[src/rtl/rfe_pkg.sv]
package rfe_pkg;
  // issue engine: waiting for a free slot, or sending the words of one record
  typedef enum logic {ISS_IDLE, ISS_RUN} iss_st_e;
  // output streamer: choosing a record, or sending its words
  typedef enum logic {STR_IDLE, STR_SEND} str_st_e;
endpackage

[src/rtl/rfe_slots.sv]
module rfe_slots #(
  parameter int SLOTS     = 4,
  parameter int MAX_WORDS = 8,
  parameter int DATA_W    = 32,
  parameter int CNT_W     = 8,
  localparam int SLOT_W   = $clog2(SLOTS),
  localparam int WIDX_W   = $clog2(MAX_WORDS),
  localparam int SIZE_W   = WIDX_W + 1
) (
  input  logic                          clk,
  input  logic                          rst_n,
  input  logic [SIZE_W-1:0]             rec_size,
  input  logic                          alloc_en,
  input  logic [SLOT_W-1:0]             alloc_slot,
  input  logic [CNT_W-1:0]              alloc_rec,
  input  logic                          free_en,
  input  logic [SLOT_W-1:0]             free_slot,
  input  logic                          wr_en,
  input  logic [SLOT_W-1:0]             wr_slot,
  input  logic [WIDX_W-1:0]             wr_word,
  input  logic [DATA_W-1:0]             wr_data,
  input  logic [SLOT_W-1:0]             rd_slot,
  input  logic [WIDX_W-1:0]             rd_word,
  output logic [DATA_W-1:0]             rd_data,
  output logic [SLOTS-1:0]              used_o,
  output logic [SLOTS-1:0]              full_o,
  output logic [SLOTS-1:0][CNT_W-1:0]   rec_o
);

  logic [SLOTS-1:0]                  used_q, used_d;
  logic [SLOTS-1:0][CNT_W-1:0]       rec_q, rec_d;
  logic [SLOTS-1:0][MAX_WORDS-1:0]   vld_q, vld_d;
  logic [MAX_WORDS-1:0]              wmask;
  logic [DATA_W-1:0]                 store [SLOTS][MAX_WORDS];

  // word positions that belong to a record of the current size
  always_comb begin
    for (int w = 0; w < MAX_WORDS; w++) begin
      wmask[w] = (SIZE_W'(w) < rec_size);
    end
  end

  always_comb begin
    used_d = used_q;
    rec_d  = rec_q;
    vld_d  = vld_q;
    if (alloc_en) begin
      used_d[alloc_slot] = 1'b1;
      rec_d[alloc_slot]  = alloc_rec;
      vld_d[alloc_slot]  = '0;
    end
    if (free_en) begin
      used_d[free_slot] = 1'b0;
    end
    if (wr_en) begin
      vld_d[wr_slot][wr_word] = 1'b1;
    end
  end

  always_ff @(posedge clk or negedge rst_n) begin
    if (!rst_n) begin
      used_q <= '0;
      rec_q  <= '0;
      vld_q  <= '0;
    end else begin
      used_q <= used_d;
      rec_q  <= rec_d;
      vld_q  <= vld_d;
    end
  end

  // data array: no reset, written only under its enable
  always_ff @(posedge clk) begin
    if (wr_en) begin
      store[wr_slot][wr_word] <= wr_data;
    end
  end

  for (genvar s = 0; s < SLOTS; s++) begin : g_full
    assign full_o[s] = used_q[s] & (&(vld_q[s] | ~wmask));
  end

  assign used_o  = used_q;
  assign rec_o   = rec_q;
  assign rd_data = store[rd_slot][rd_word];

endmodule

[src/rtl/rfe_issue.sv]
module rfe_issue
  import rfe_pkg::*;
#(
  parameter int ADDR_W    = 16,
  parameter int SLOTS     = 4,
  parameter int MAX_WORDS = 8,
  parameter int CNT_W     = 8,
  localparam int SLOT_W   = $clog2(SLOTS),
  localparam int WIDX_W   = $clog2(MAX_WORDS),
  localparam int SIZE_W   = WIDX_W + 1,
  localparam int TAG_W    = SLOT_W + WIDX_W
) (
  input  logic                clk,
  input  logic                rst_n,
  input  logic                start,
  input  logic [ADDR_W-1:0]   base,
  input  logic [SIZE_W-1:0]   rec_size,
  input  logic [CNT_W-1:0]    rec_count,
  input  logic [SLOTS-1:0]    used,
  output logic                alloc_en,
  output logic [SLOT_W-1:0]   alloc_slot,
  output logic [CNT_W-1:0]    alloc_rec,
  output logic                rd_req_valid,
  input  logic                rd_req_ready,
  output logic [ADDR_W-1:0]   rd_req_addr,
  output logic [TAG_W-1:0]    rd_req_tag
);

  iss_st_e             st_q, st_d;
  logic [SLOT_W-1:0]   slot_q, slot_d;
  logic [WIDX_W-1:0]   word_q, word_d;
  logic [ADDR_W-1:0]   addr_q, addr_d;
  logic [CNT_W-1:0]    nrec_q, nrec_d;
  logic [ADDR_W-1:0]   naddr_q, naddr_d;
  logic                has_free;
  logic [SLOT_W-1:0]   free_idx;
  logic                last_word;

  // lowest-numbered empty slot
  always_comb begin
    has_free = 1'b0;
    free_idx = '0;
    for (int s = SLOTS - 1; s >= 0; s--) begin
      if (!used[s]) begin
        has_free = 1'b1;
        free_idx = SLOT_W'(s);
      end
    end
  end

  assign last_word = ({1'b0, word_q} == rec_size - SIZE_W'(1));

  always_comb begin
    st_d     = st_q;
    slot_d   = slot_q;
    word_d   = word_q;
    addr_d   = addr_q;
    nrec_d   = nrec_q;
    naddr_d  = naddr_q;
    alloc_en = 1'b0;
    if (start) begin
      nrec_d  = '0;
      naddr_d = base;
    end else begin
      unique case (st_q)
        ISS_IDLE: begin
          if (has_free && (nrec_q < rec_count)) begin
            alloc_en = 1'b1;
            st_d     = ISS_RUN;
            slot_d   = free_idx;
            word_d   = '0;
            addr_d   = naddr_q;
            naddr_d  = naddr_q + ADDR_W'(rec_size);
            nrec_d   = nrec_q + CNT_W'(1);
          end
        end
        ISS_RUN: begin
          if (rd_req_ready) begin
            if (last_word) begin
              st_d = ISS_IDLE;
            end else begin
              word_d = word_q + WIDX_W'(1);
              addr_d = addr_q + ADDR_W'(1);
            end
          end
        end
        default: st_d = ISS_IDLE;
      endcase
    end
  end

  always_ff @(posedge clk or negedge rst_n) begin
    if (!rst_n) begin
      st_q    <= ISS_IDLE;
      slot_q  <= '0;
      word_q  <= '0;
      addr_q  <= '0;
      nrec_q  <= '0;
      naddr_q <= '0;
    end else begin
      st_q    <= st_d;
      slot_q  <= slot_d;
      word_q  <= word_d;
      addr_q  <= addr_d;
      nrec_q  <= nrec_d;
      naddr_q <= naddr_d;
    end
  end

  assign alloc_slot   = free_idx;
  assign alloc_rec    = nrec_q;
  assign rd_req_valid = (st_q == ISS_RUN);
  assign rd_req_addr  = addr_q;
  assign rd_req_tag   = {slot_q, word_q};

endmodule

[src/rtl/rfe_stream.sv]
module rfe_stream
  import rfe_pkg::*;
#(
  parameter int SLOTS     = 4,
  parameter int MAX_WORDS = 8,
  parameter int DATA_W    = 32,
  parameter int CNT_W     = 8,
  localparam int SLOT_W   = $clog2(SLOTS),
  localparam int WIDX_W   = $clog2(MAX_WORDS),
  localparam int SIZE_W   = WIDX_W + 1
) (
  input  logic                         clk,
  input  logic                         rst_n,
  input  logic [SIZE_W-1:0]            rec_size,
  input  logic [SLOTS-1:0]             full,
  input  logic [SLOTS-1:0][CNT_W-1:0]  rec,
  output logic [SLOT_W-1:0]            rd_slot,
  output logic [WIDX_W-1:0]            rd_word,
  input  logic [DATA_W-1:0]            rd_data,
  output logic                         out_valid,
  input  logic                         out_ready,
  output logic [DATA_W-1:0]            out_data,
  output logic [CNT_W-1:0]             out_rec,
  output logic                         out_last,
  output logic                         free_en,
  output logic [SLOT_W-1:0]            free_slot
);

  str_st_e            st_q, st_d;
  logic [SLOT_W-1:0]  cur_q, cur_d;
  logic [WIDX_W-1:0]  word_q, word_d;
  logic               pick_v;
  logic [SLOT_W-1:0]  pick_s;
  logic [CNT_W-1:0]   pick_r;
  logic               fire;

  // complete slot holding the lowest record index (issued earliest)
  always_comb begin
    pick_v = 1'b0;
    pick_s = '0;
    pick_r = '0;
    for (int s = 0; s < SLOTS; s++) begin
      if (full[s] && (!pick_v || (rec[s] < pick_r))) begin
        pick_v = 1'b1;
        pick_s = SLOT_W'(s);
        pick_r = rec[s];
      end
    end
  end

  assign out_valid = (st_q == STR_SEND);
  assign out_last  = ({1'b0, word_q} == rec_size - SIZE_W'(1));
  assign fire      = out_valid & out_ready;

  always_comb begin
    st_d   = st_q;
    cur_d  = cur_q;
    word_d = word_q;
    unique case (st_q)
      STR_IDLE: begin
        if (pick_v) begin
          st_d   = STR_SEND;
          cur_d  = pick_s;
          word_d = '0;
        end
      end
      STR_SEND: begin
        if (fire) begin
          if (out_last) begin
            st_d = STR_IDLE;
          end else begin
            word_d = word_q + WIDX_W'(1);
          end
        end
      end
      default: st_d = STR_IDLE;
    endcase
  end

  always_ff @(posedge clk or negedge rst_n) begin
    if (!rst_n) begin
      st_q   <= STR_IDLE;
      cur_q  <= '0;
      word_q <= '0;
    end else begin
      st_q   <= st_d;
      cur_q  <= cur_d;
      word_q <= word_d;
    end
  end

  assign rd_slot   = cur_q;
  assign rd_word   = word_q;
  assign out_data  = rd_data;
  assign out_rec   = rec[cur_q];
  assign free_en   = fire & out_last;
  assign free_slot = cur_q;

endmodule

[src/rtl/rec_fetch_top.sv]
module rec_fetch_top #(
  parameter int ADDR_W    = 16,
  parameter int DATA_W    = 32,
  parameter int SLOTS     = 4,
  parameter int MAX_WORDS = 8,
  parameter int CNT_W     = 8,
  localparam int SLOT_W   = $clog2(SLOTS),
  localparam int WIDX_W   = $clog2(MAX_WORDS),
  localparam int SIZE_W   = WIDX_W + 1,
  localparam int TAG_W    = SLOT_W + WIDX_W
) (
  input  logic               clk,
  input  logic               rst_n,
  input  logic               cmd_valid,
  output logic               cmd_ready,
  input  logic [ADDR_W-1:0]  cmd_base,
  input  logic [SIZE_W-1:0]  cmd_size,
  input  logic [CNT_W-1:0]   cmd_count,
  output logic               rd_req_valid,
  input  logic               rd_req_ready,
  output logic [ADDR_W-1:0]  rd_req_addr,
  output logic [TAG_W-1:0]   rd_req_tag,
  input  logic               rd_rsp_valid,
  input  logic [TAG_W-1:0]   rd_rsp_tag,
  input  logic [DATA_W-1:0]  rd_rsp_data,
  output logic               out_valid,
  input  logic               out_ready,
  output logic [DATA_W-1:0]  out_data,
  output logic [CNT_W-1:0]   out_rec,
  output logic               out_last,
  output logic               done
);

  logic                         busy_q, busy_d;
  logic                         done_q, done_d;
  logic [CNT_W-1:0]             left_q, left_d;
  logic [SIZE_W-1:0]            size_q, size_d;
  logic [CNT_W-1:0]             count_q, count_d;
  logic                         start;

  logic                         alloc_en;
  logic [SLOT_W-1:0]            alloc_slot;
  logic [CNT_W-1:0]             alloc_rec;
  logic                         free_en;
  logic [SLOT_W-1:0]            free_slot;
  logic [SLOT_W-1:0]            rd_slot;
  logic [WIDX_W-1:0]            rd_word;
  logic [DATA_W-1:0]            rd_data;
  logic [SLOTS-1:0]             used;
  logic [SLOTS-1:0]             full;
  logic [SLOTS-1:0][CNT_W-1:0]  slot_rec;

  assign cmd_ready = ~busy_q;
  assign start     = cmd_valid & cmd_ready;
  assign done      = done_q;

  // command bookkeeping: records still to deliver, completion pulse
  always_comb begin
    busy_d  = busy_q;
    left_d  = left_q;
    size_d  = size_q;
    count_d = count_q;
    done_d  = 1'b0;
    if (start) begin
      size_d  = cmd_size;
      count_d = cmd_count;
      left_d  = cmd_count;
      busy_d  = (cmd_count != '0);
      done_d  = (cmd_count == '0);
    end else if (free_en) begin
      left_d = left_q - CNT_W'(1);
      if (left_q == CNT_W'(1)) begin
        busy_d = 1'b0;
        done_d = 1'b1;
      end
    end
  end

  always_ff @(posedge clk or negedge rst_n) begin
    if (!rst_n) begin
      busy_q  <= 1'b0;
      done_q  <= 1'b0;
      left_q  <= '0;
      size_q  <= '0;
      count_q <= '0;
    end else begin
      busy_q  <= busy_d;
      done_q  <= done_d;
      left_q  <= left_d;
      size_q  <= size_d;
      count_q <= count_d;
    end
  end

  rfe_issue #(
    .ADDR_W(ADDR_W), .SLOTS(SLOTS), .MAX_WORDS(MAX_WORDS), .CNT_W(CNT_W)
  ) u_issue (
    .clk         (clk),
    .rst_n       (rst_n),
    .start       (start),
    .base        (cmd_base),
    .rec_size    (size_q),
    .rec_count   (count_q),
    .used        (used),
    .alloc_en    (alloc_en),
    .alloc_slot  (alloc_slot),
    .alloc_rec   (alloc_rec),
    .rd_req_valid(rd_req_valid),
    .rd_req_ready(rd_req_ready),
    .rd_req_addr (rd_req_addr),
    .rd_req_tag  (rd_req_tag)
  );

  rfe_slots #(
    .SLOTS(SLOTS), .MAX_WORDS(MAX_WORDS), .DATA_W(DATA_W), .CNT_W(CNT_W)
  ) u_slots (
    .clk       (clk),
    .rst_n     (rst_n),
    .rec_size  (size_q),
    .alloc_en  (alloc_en),
    .alloc_slot(alloc_slot),
    .alloc_rec (alloc_rec),
    .free_en   (free_en),
    .free_slot (free_slot),
    .wr_en     (rd_rsp_valid),
    .wr_slot   (rd_rsp_tag[TAG_W-1:WIDX_W]),
    .wr_word   (rd_rsp_tag[WIDX_W-1:0]),
    .wr_data   (rd_rsp_data),
    .rd_slot   (rd_slot),
    .rd_word   (rd_word),
    .rd_data   (rd_data),
    .used_o    (used),
    .full_o    (full),
    .rec_o     (slot_rec)
  );

  rfe_stream #(
    .SLOTS(SLOTS), .MAX_WORDS(MAX_WORDS), .DATA_W(DATA_W), .CNT_W(CNT_W)
  ) u_stream (
    .clk      (clk),
    .rst_n    (rst_n),
    .rec_size (size_q),
    .full     (full),
    .rec      (slot_rec),
    .rd_slot  (rd_slot),
    .rd_word  (rd_word),
    .rd_data  (rd_data),
    .out_valid(out_valid),
    .out_ready(out_ready),
    .out_data (out_data),
    .out_rec  (out_rec),
    .out_last (out_last),
    .free_en  (free_en),
    .free_slot(free_slot)
  );

endmodule

[config.mk]
export PLATFORM = sky130hd
export DESIGN_NAME = rec_fetch_top
export DESIGN_NICKNAME = d
export VERILOG_FILES = /design/src/rtl/rfe_pkg.sv /design/src/rtl/rfe_slots.sv /design/src/rtl/rfe_issue.sv /design/src/rtl/rfe_stream.sv /design/src/rtl/rec_fetch_top.sv
export SDC_FILE = /design/constraint.sdc
export NUM_CORES = 1
export LEC_CHECK = 0
export BUFFER_PORTS_ARGS = -buffer_cell sky130_fd_sc_hd__clkbuf_2
export CAP_MARGIN = 20
export CELL_PAD_IN_SITES_DETAIL_PLACEMENT = 0
export CELL_PAD_IN_SITES_GLOBAL_PLACEMENT = 1
export CORE_MARGIN = 4
export CORE_UTILIZATION = 35
export CTS_CLUSTER_DIAMETER = 50
export DETAILED_ROUTE_END_ITERATION = 12
export GPL_TIMING_DRIVEN = 0
export PLACE_DENSITY = 0.59
export SLEW_MARGIN = 30
export SYNTH_ARGS = -nofsm -noshare
export SYNTH_HDL_FRONTEND = slang
export SYNTH_SLANG_ARGS = --single-unit
[constraint.sdc]
create_clock -name clk -period 9 [get_ports clk]
set_input_delay 1.8 -clock clk [delete_from_list [all_inputs] [get_ports clk]]
set_output_delay 1.8 -clock clk [all_outputs]
set_load 0.01 [all_outputs]
==> results of run 1 <==
## cells in the final DEF (no fill, tap or decap), types with 33 or more instances in the layout
| cell type | synthesis | routed |
|---|---|---|
| a21o_1 | 45 | 45 |
| a21oi_1 | 45 | 45 |
| buf_16 | 0 | 62 |
| clkbuf_1 | 73 | 82 |
| clkbuf_16 | 0 | 143 |
| clkbuf_2 | 1 | 156 |
| dfrtp_1 | 142 | 142 |
| edfxtp_1 | 1024 | 1024 |
| ha_1 | 41 | 41 |
| mux2_2 | 39 | 39 |
| mux4_2 | 328 | 328 |
| nand2_1 | 176 | 176 |
| nor2_1 | 72 | 39 |
| nor2_4 | 1 | 33 |
| o21ai_0 | 65 | 65 |
## through the flow
step	cell area, um2	util, %	setup WS, ns	total power, mW	std cells
5_1_grt	56400	42.7	0.0229	18.0	4572
6_report	56400	42.7	0.592	17.2	4575
4_1_cts	56300	42.6	0.124	17.4	4569
2_1_floorplan	46800	-	1.79	9.97	2357
3_5_place_dp	51800	39.2	0.178	11.9	4315
3_3_place_gp	49700	37.6	0.187	11.8	4248
## state kept, by name (all words and copies together), names as in the netlist, 2 cells and up
name,flops
u_slots.store,1024
u_slots.rec_o,32
u_slots.vld_q,32
u_issue.naddr_q,16
u_issue.rd_req_addr,16
count_q,8
left_q,8
u_issue.alloc_rec,8
size_q,4
u_slots.used_o,4
u_issue.word_q,3
u_stream.rd_word,3
u_issue.slot_q,2
u_stream.free_slot,2
## area by class of cell
| class | count | area [um2] | area share [%] |
|---|---|---|---|
| diodes | 5 | 12.5 | 0.0222 |
| plain buffers | 115 | 509 | 0.903 |
| clock buffers | 173 | 3720 | 6.60 |
| clock inverters | 81 | 832 | 1.48 |
| inverters | 31 | 116 | 0.206 |
| multi-input cells | 1045 | 12200 | 21.6 |
| flip-flops and latches | 1166 | 34300 | 60.9 |
| well taps | 1755 | 2200 | 3.90 |
| repair buffers | 204 | 2520 | 4.46 |
## path summary, 6_finish.rpt
kind                                        from                      to  cells past startpoint
worst min-delay path            u_slots.vld_q[7]        u_slots.vld_q[7]                      1
worst min register to register  u_slots.vld_q[7]        u_slots.vld_q[7]                      1
min in group asynchronous                  rst_n        u_slots.rec_o[3]                      1
max in group asynchronous                  rst_n  u_issue.rd_req_addr[6]                      3
worst max register to register         size_q[1]   u_stream.free_slot[0]                     32
worst max-delay path                   size_q[1]   u_stream.free_slot[0]                     32
## critical path, delay by kind of cell, from the launching register on
kind	cells	cell delay [ns]
muxes	1	0.34
adders and majority gates	4	1.19
buffers and inverters	4	0.97
and+or+nand+nor	7	1.97
DFF	1	0.41
AOI/OAI and AO/OA	16	3.41
## timing repair
item / 4_1_cts / 5_1_grt
hold endpoints to repair: 0 / 0
resized for setup: 0 / 1
endpoints found under the setup margin: 0 / 2
setup buffers: 0 / 1
## logic make-up (layout without fill, tap and decap cells)
logic type / Yosys count / count (layout) / share of synthesized area, %
other cells: 0 / 5 / 0
xor+xnor: 38 / 38 / 0.711
mux: 376 / 376 / 16.9
flops: 1166 / 1166 / 73.3
simple gates: 369 / 369 / 3.64
compound gates: 220 / 220 / 3.05
buf+inv: 146 / 604 / 1.22
fa+ha+maj: 42 / 42 / 1.14
## cell usage after synthesis (7+ instances only)
cell / instances
mux2_2: 39
nor2_1: 72
a211oi_1: 7
xnor2_1: 15
a21oi_1: 45
xor2_1: 23
mux4_2: 328
o21ai_0: 65
and3_1: 16
inv_1: 31
buf_1: 30
nand3_1: 24
edfxtp_1: 1024
o22ai_1: 15
nand4_1: 27
clkbuf_1: 73
mux2i_1: 8
nor2b_1: 8
a21o_1: 45
ha_1: 41
dfrtp_1: 142
buf_2: 9
nand2_1: 176
## layer usage
metal,wire length (um),part of all wire (%),track usage (%),vias to the layer above
li1,-,-,-,10400
met1,53100,43,24.0,13200
met2,61800,50,29.4,750
met3,6830,5.5,3.50,205
met4,2870,2.3,4.82,2
met5,12,0.0096,0,-
## where the power goes
part	switching, mW	total, mW	leakage (nW)	internal (mW)
registers	0.329	6.55	11.0	6.22
clock network	2.26	5.52	2.19	3.26
logic	2.85	5.17	5.87	2.33
==> summary.md, run 1 <==
| Metric | Value |
|---|---|
| Worst-margin pin slew | `between 1 and 1.5 ns` |
| TritonCTS clock tree | `yes` |
| Slowest-stage cell, CP | `or4_1` |
| Vias in the first global route | `25600` |
| Initial antenna violation count | `8` |
| Final setup violation count | `0` |
| Path type of the worst min-delay path | `flip-flop to flip-flop` |
| Via density | `~5.4` |
| Post-synth top area share | `65.7%` |
| GR Util All Layers | `17.7%` |
| Die X-Extent | `374 um` |
| H-tree depth reported by CTS | `4` |
| Clk Latency, worst-skew pair | `0.76 ns` |
| Routed WL per cell | `27.2 um` |
| Congestion Overflow GR | `0` |
| Die Y | `374 um` |
| Mapped Nets | `2470` |
| CP arrival | `9.07 ns` |
| Max FO, Critical Path | `10` |
| Mean Syn Cell Area | `about 20 um2` |
| Crit. End Element | `flip-flop` |
| FMAX | `0.119 GHz` |
| Cell taking the most area after synthesis | `edfxtp_1` |
| Cell area after synthesis | `between 40000 and 50000 um2` |
| Final Max Tran Viols | `0` |
| DRT antenna net count | `0` |
| Fillcell total | `11500` |
| TritonRoute pass-1 iters | `6` |
| DRC viols | `0` |
| Crit start category | `flip-flop` |
| Setup_tns | `0 ns` |
| Drt total wl | `~120000 um` |
| Most frequent CP cell | `ha_1` |
| Hpwl dp | `85000 um` |
| Leakage power | `19.1 nW` |
| Critical path type | `flip-flop to flip-flop` |
| FP Rows | `133` |
| CTS max path bufs | `3` |
| RSZ-0062 raised after global routing | `no` |
| CTS Hold Bufs | `0` |
| Die Area | `about 140000 um2` |
| Final Hold Viols | `0` |
| Post-synth EDFFs | `1024` |
| FF+latch count, synth | `~1200` |
| Critical Path RT | `9.66 ns` |
| Syn-to-layout area delta | `20.5%` |
| Layout Nets | `around 2800` |
| Port bufs | `approximately 140` |
| Max-Slew Margin vs Limit | `32.4%` |
| Worst stage delay on the critical path | `0.52 ns` |
| I/O Pins | `137` |
| Clock transition at path regs | `~0.060 ns` |
| Root buffer cell | `clkbuf_16` |
| Skew final | `0.0164 ns` |
| Period utilization | `93.4%` |
| Max cap viols | `0` |
| Core area | `between 100000 and 150000 um2` |
| Yosys warning total | `0` |
| Synth Instances | `2357` |
| Via count | `24500` |
| Power Dens Cells | `306 nW/um2` |
| Fraction of layout cells with a size suffix above 1 | `between 30% and 40%` |
| Outcome | `completed` |
| Num CTS Buffers | `140` |
| Largest net degree at the start of global routing | `58` |
| R2R setup slack | `0.59 ns` |
| Global-route wire length before repair | `~180000 um` |
| Final hold slack | `0.486 ns` |
| VDD IR max | `roughly 0.00019 V` |
| Register area share after synthesis | `73.3%` |
| Clock sinks | `1166` |
| RD Place Congestion | `0.795` |
| Post-synth ARST share | `approximately an eighth` |
| Iter 0 DRT Violations | `2392` |
| Synth top area cells | `edfxtp_1 66%, mux4_2 16%, dfrtp_1 7.6%` |
| Starting Density | `35.4%` |
| Fin crit period | `8.41 ns` |
| Synth cell types | `between 60 and 70` |
| Dominant synthesized flop cell | `edfxtp_1` |
Note: power is estimated with default switching activity, not from simulation.
==> inputs of run 2 (changes only) <==
- CTS_BUF_LIST: default -> sky130_fd_sc_hd__clkbuf_8 sky130_fd_sc_hd__clkbuf_16
- PLACE_DENSITY: 0.59 -> default
- PLACE_DENSITY_LB_ADDON: default -> 0.08
- clock period: 9 -> 10.7 ns (I/O delays scaled with it)
==> summary.md, run 2 (synthesis results as in run 1) <==
| Metric | Value |
|---|---|
| Via density | `5.33` |
| Largest reg by FF count | `u_slots.store` |
| Routed WL per cell | `29.1 um` |
| Critical Path RT | `11.34 ns` |
| Num CTS Buffers | `150` |
| RD Place Congestion | `0.782` |
| Final Hold Viols | `0` |
| Hpwl dp | `92200 um` |
| I/O Pins | `137` |
| Period utilization | `85.9%` |
| H-tree depth reported by CTS | `4` |
| DRC viols | `0` |
| Power Dens Cells | `roughly 260 nW/um2` |
| Crit. End Element | `flip-flop` |
| Path type of the worst min-delay path | `flip-flop to flip-flop` |
| Port bufs | `136` |
| Delay-heaviest family, CP | `compound AO/OA/AOI/OAI gates` |
| Outcome | `completed` |
| Max cap viols | `0` |
| Largest net degree at the start of global routing | `78` |
| Clk Latency, worst-skew pair | `0.74 ns` |
| Die Area | `~140000 um2` |
| Drt total wl | `134000 um` |
| Post-CTS resize count | `0` |
| Final setup violation count | `0` |
| Setup_tns | `0 ns` |
| TritonRoute pass-1 iters | `5` |
| CTS max path bufs | `3` |
| Root buffer cell | `clkbuf_16` |
| CP arrival | `between 9 and 10 ns` |
| Global-route wire length before repair | `192000 um` |
| Most common cell after layout, fill and taps aside | `edfxtp_1` |
| Worst stage delay on the critical path | `0.90 ns` |
| TritonCTS clock tree | `yes` |
| Starting Density | `35.4%` |
| Via count | `24500` |
| GR Util All Layers | `19.2%` |
| Die X-Extent | `374 um` |
| Max reg flops | `1024` |
| Post-CTS Setup Bufs | `0` |
| Max-Slew Margin vs Limit | `28.7%` |
| Worst-margin pin slew | `1.04 ns` |
| Vias in the first global route | `~26000` |
| Layout Nets | `about 2800` |
| Critical path type | `flip-flop to flip-flop` |
| FMAX | `0.109 GHz` |
| DRT antenna net count | `0` |
| Syn-to-layout area delta | `22.0%` |
| Skew final | `0.0176 ns` |
| Commonest cells after routing, fill and taps aside | `1024 x edfxtp_1, 328 x mux4_2, 176 x nand2_1` |
| VDD IR max | `0.000153 V` |
| Congestion Overflow GR | `0` |
| Max FO, Critical Path | `10` |
| Crit start category | `flip-flop` |
| Iter 0 DRT Violations | `between 2000 and 2500` |
| Most frequent CP cell | `ha_1` |
| Leakage power | `19.5 nW` |
| Clock transition at path regs | `0.05 ns` |
| Initial antenna violation count | `5` |
| Crit path buf inv count | `3` |
| Fraction of layout cells with a size suffix above 1 | `roughly a third` |
| Clock sinks | `1166` |
| Fin crit period | `9.19 ns` |
| RSZ-0062 raised after global routing | `no` |
| Die Y | `roughly 370 um` |
| FP Rows | `133` |
| Final hold slack | `0.474 ns` |
| Fin util | `43.2%` |
| Core area | `132000 um2` |
| Inst Count DP | `~4300` |
| CTS Hold Bufs | `0` |
| Slowest-stage cell, CP | `a2111oi_0` |
| Final Max Tran Viols | `0` |
| Fin cells | `~4600` |
[run 2: worst register-to-register path, delay by kind of cell (launching register included)]
kind	cells	cell delay, ns
AO/OA/AOI/OAI	15	4.30
adder cells (fa/ha/maj)	4	1.20
buffers and inverters	3	0.81
flip-flops	1	0.42
multiplexers	1	0.41
AND/OR/NAND/NOR	6	1.94
[run 2: layout make-up]
cell class,count,area [um2]
diodes,4,10.0
clock buffers,157,3890
fillers,11600,75100
clock inverters,109,967
repair buffers,224,2890
plain buffers,115,526
flip-flops and latches,1166,34300
inverters,31,116
multi-input cells,1045,12200
well taps,1755,2200
[run 2: report_power, final]
part,leakage [nW],switching [mW],internal (mW)
Sequential,11.0,0.264,5.23
Combinational,6.08,2.47,1.97
Clock,2.45,1.93,2.95
[run 2: per-stage QoR]
step | total power, mW | cell area, um2 | setup WS, ns
after floorplan | 8.39 | 46800 | 3.49
after global placement | 10.0 | 49700 | 1.62
after detailed placement | 10.1 | 52200 | 1.61
after CTS | 15.1 | 57000 | 1.58
after global routing | 15.6 | 57100 | 0.992
final | 14.8 | 57100 | 1.51
[run 2: layer usage]
layer / track usage [%] / wire, um / vias up
li1: - / - / 10500
met1: 27.0 / 60200 / 13300
met2: 31.6 / 65800 / 601
met3: 3.35 / 5990 / 151
met4: 4.22 / 2160 / 0
met5: 0 / 0 / -
[run 2: final timing paths]
path	startpoint	to	slack, ns	cells after the start
max	size_q[1]	u_stream.free_slot[0]	1.51	29
max reg2reg	size_q[1]	u_stream.free_slot[0]	1.51	29
min	u_slots.vld_q[15]	u_slots.vld_q[15]	0.47	1
max in group asynchronous	rst_n	u_issue.rd_req_addr[10]	8.53	3
min in group asynchronous	rst_n	u_slots.rec_o[27]	1.20	1
min reg2reg	u_slots.vld_q[15]	u_slots.vld_q[15]	0.47	1
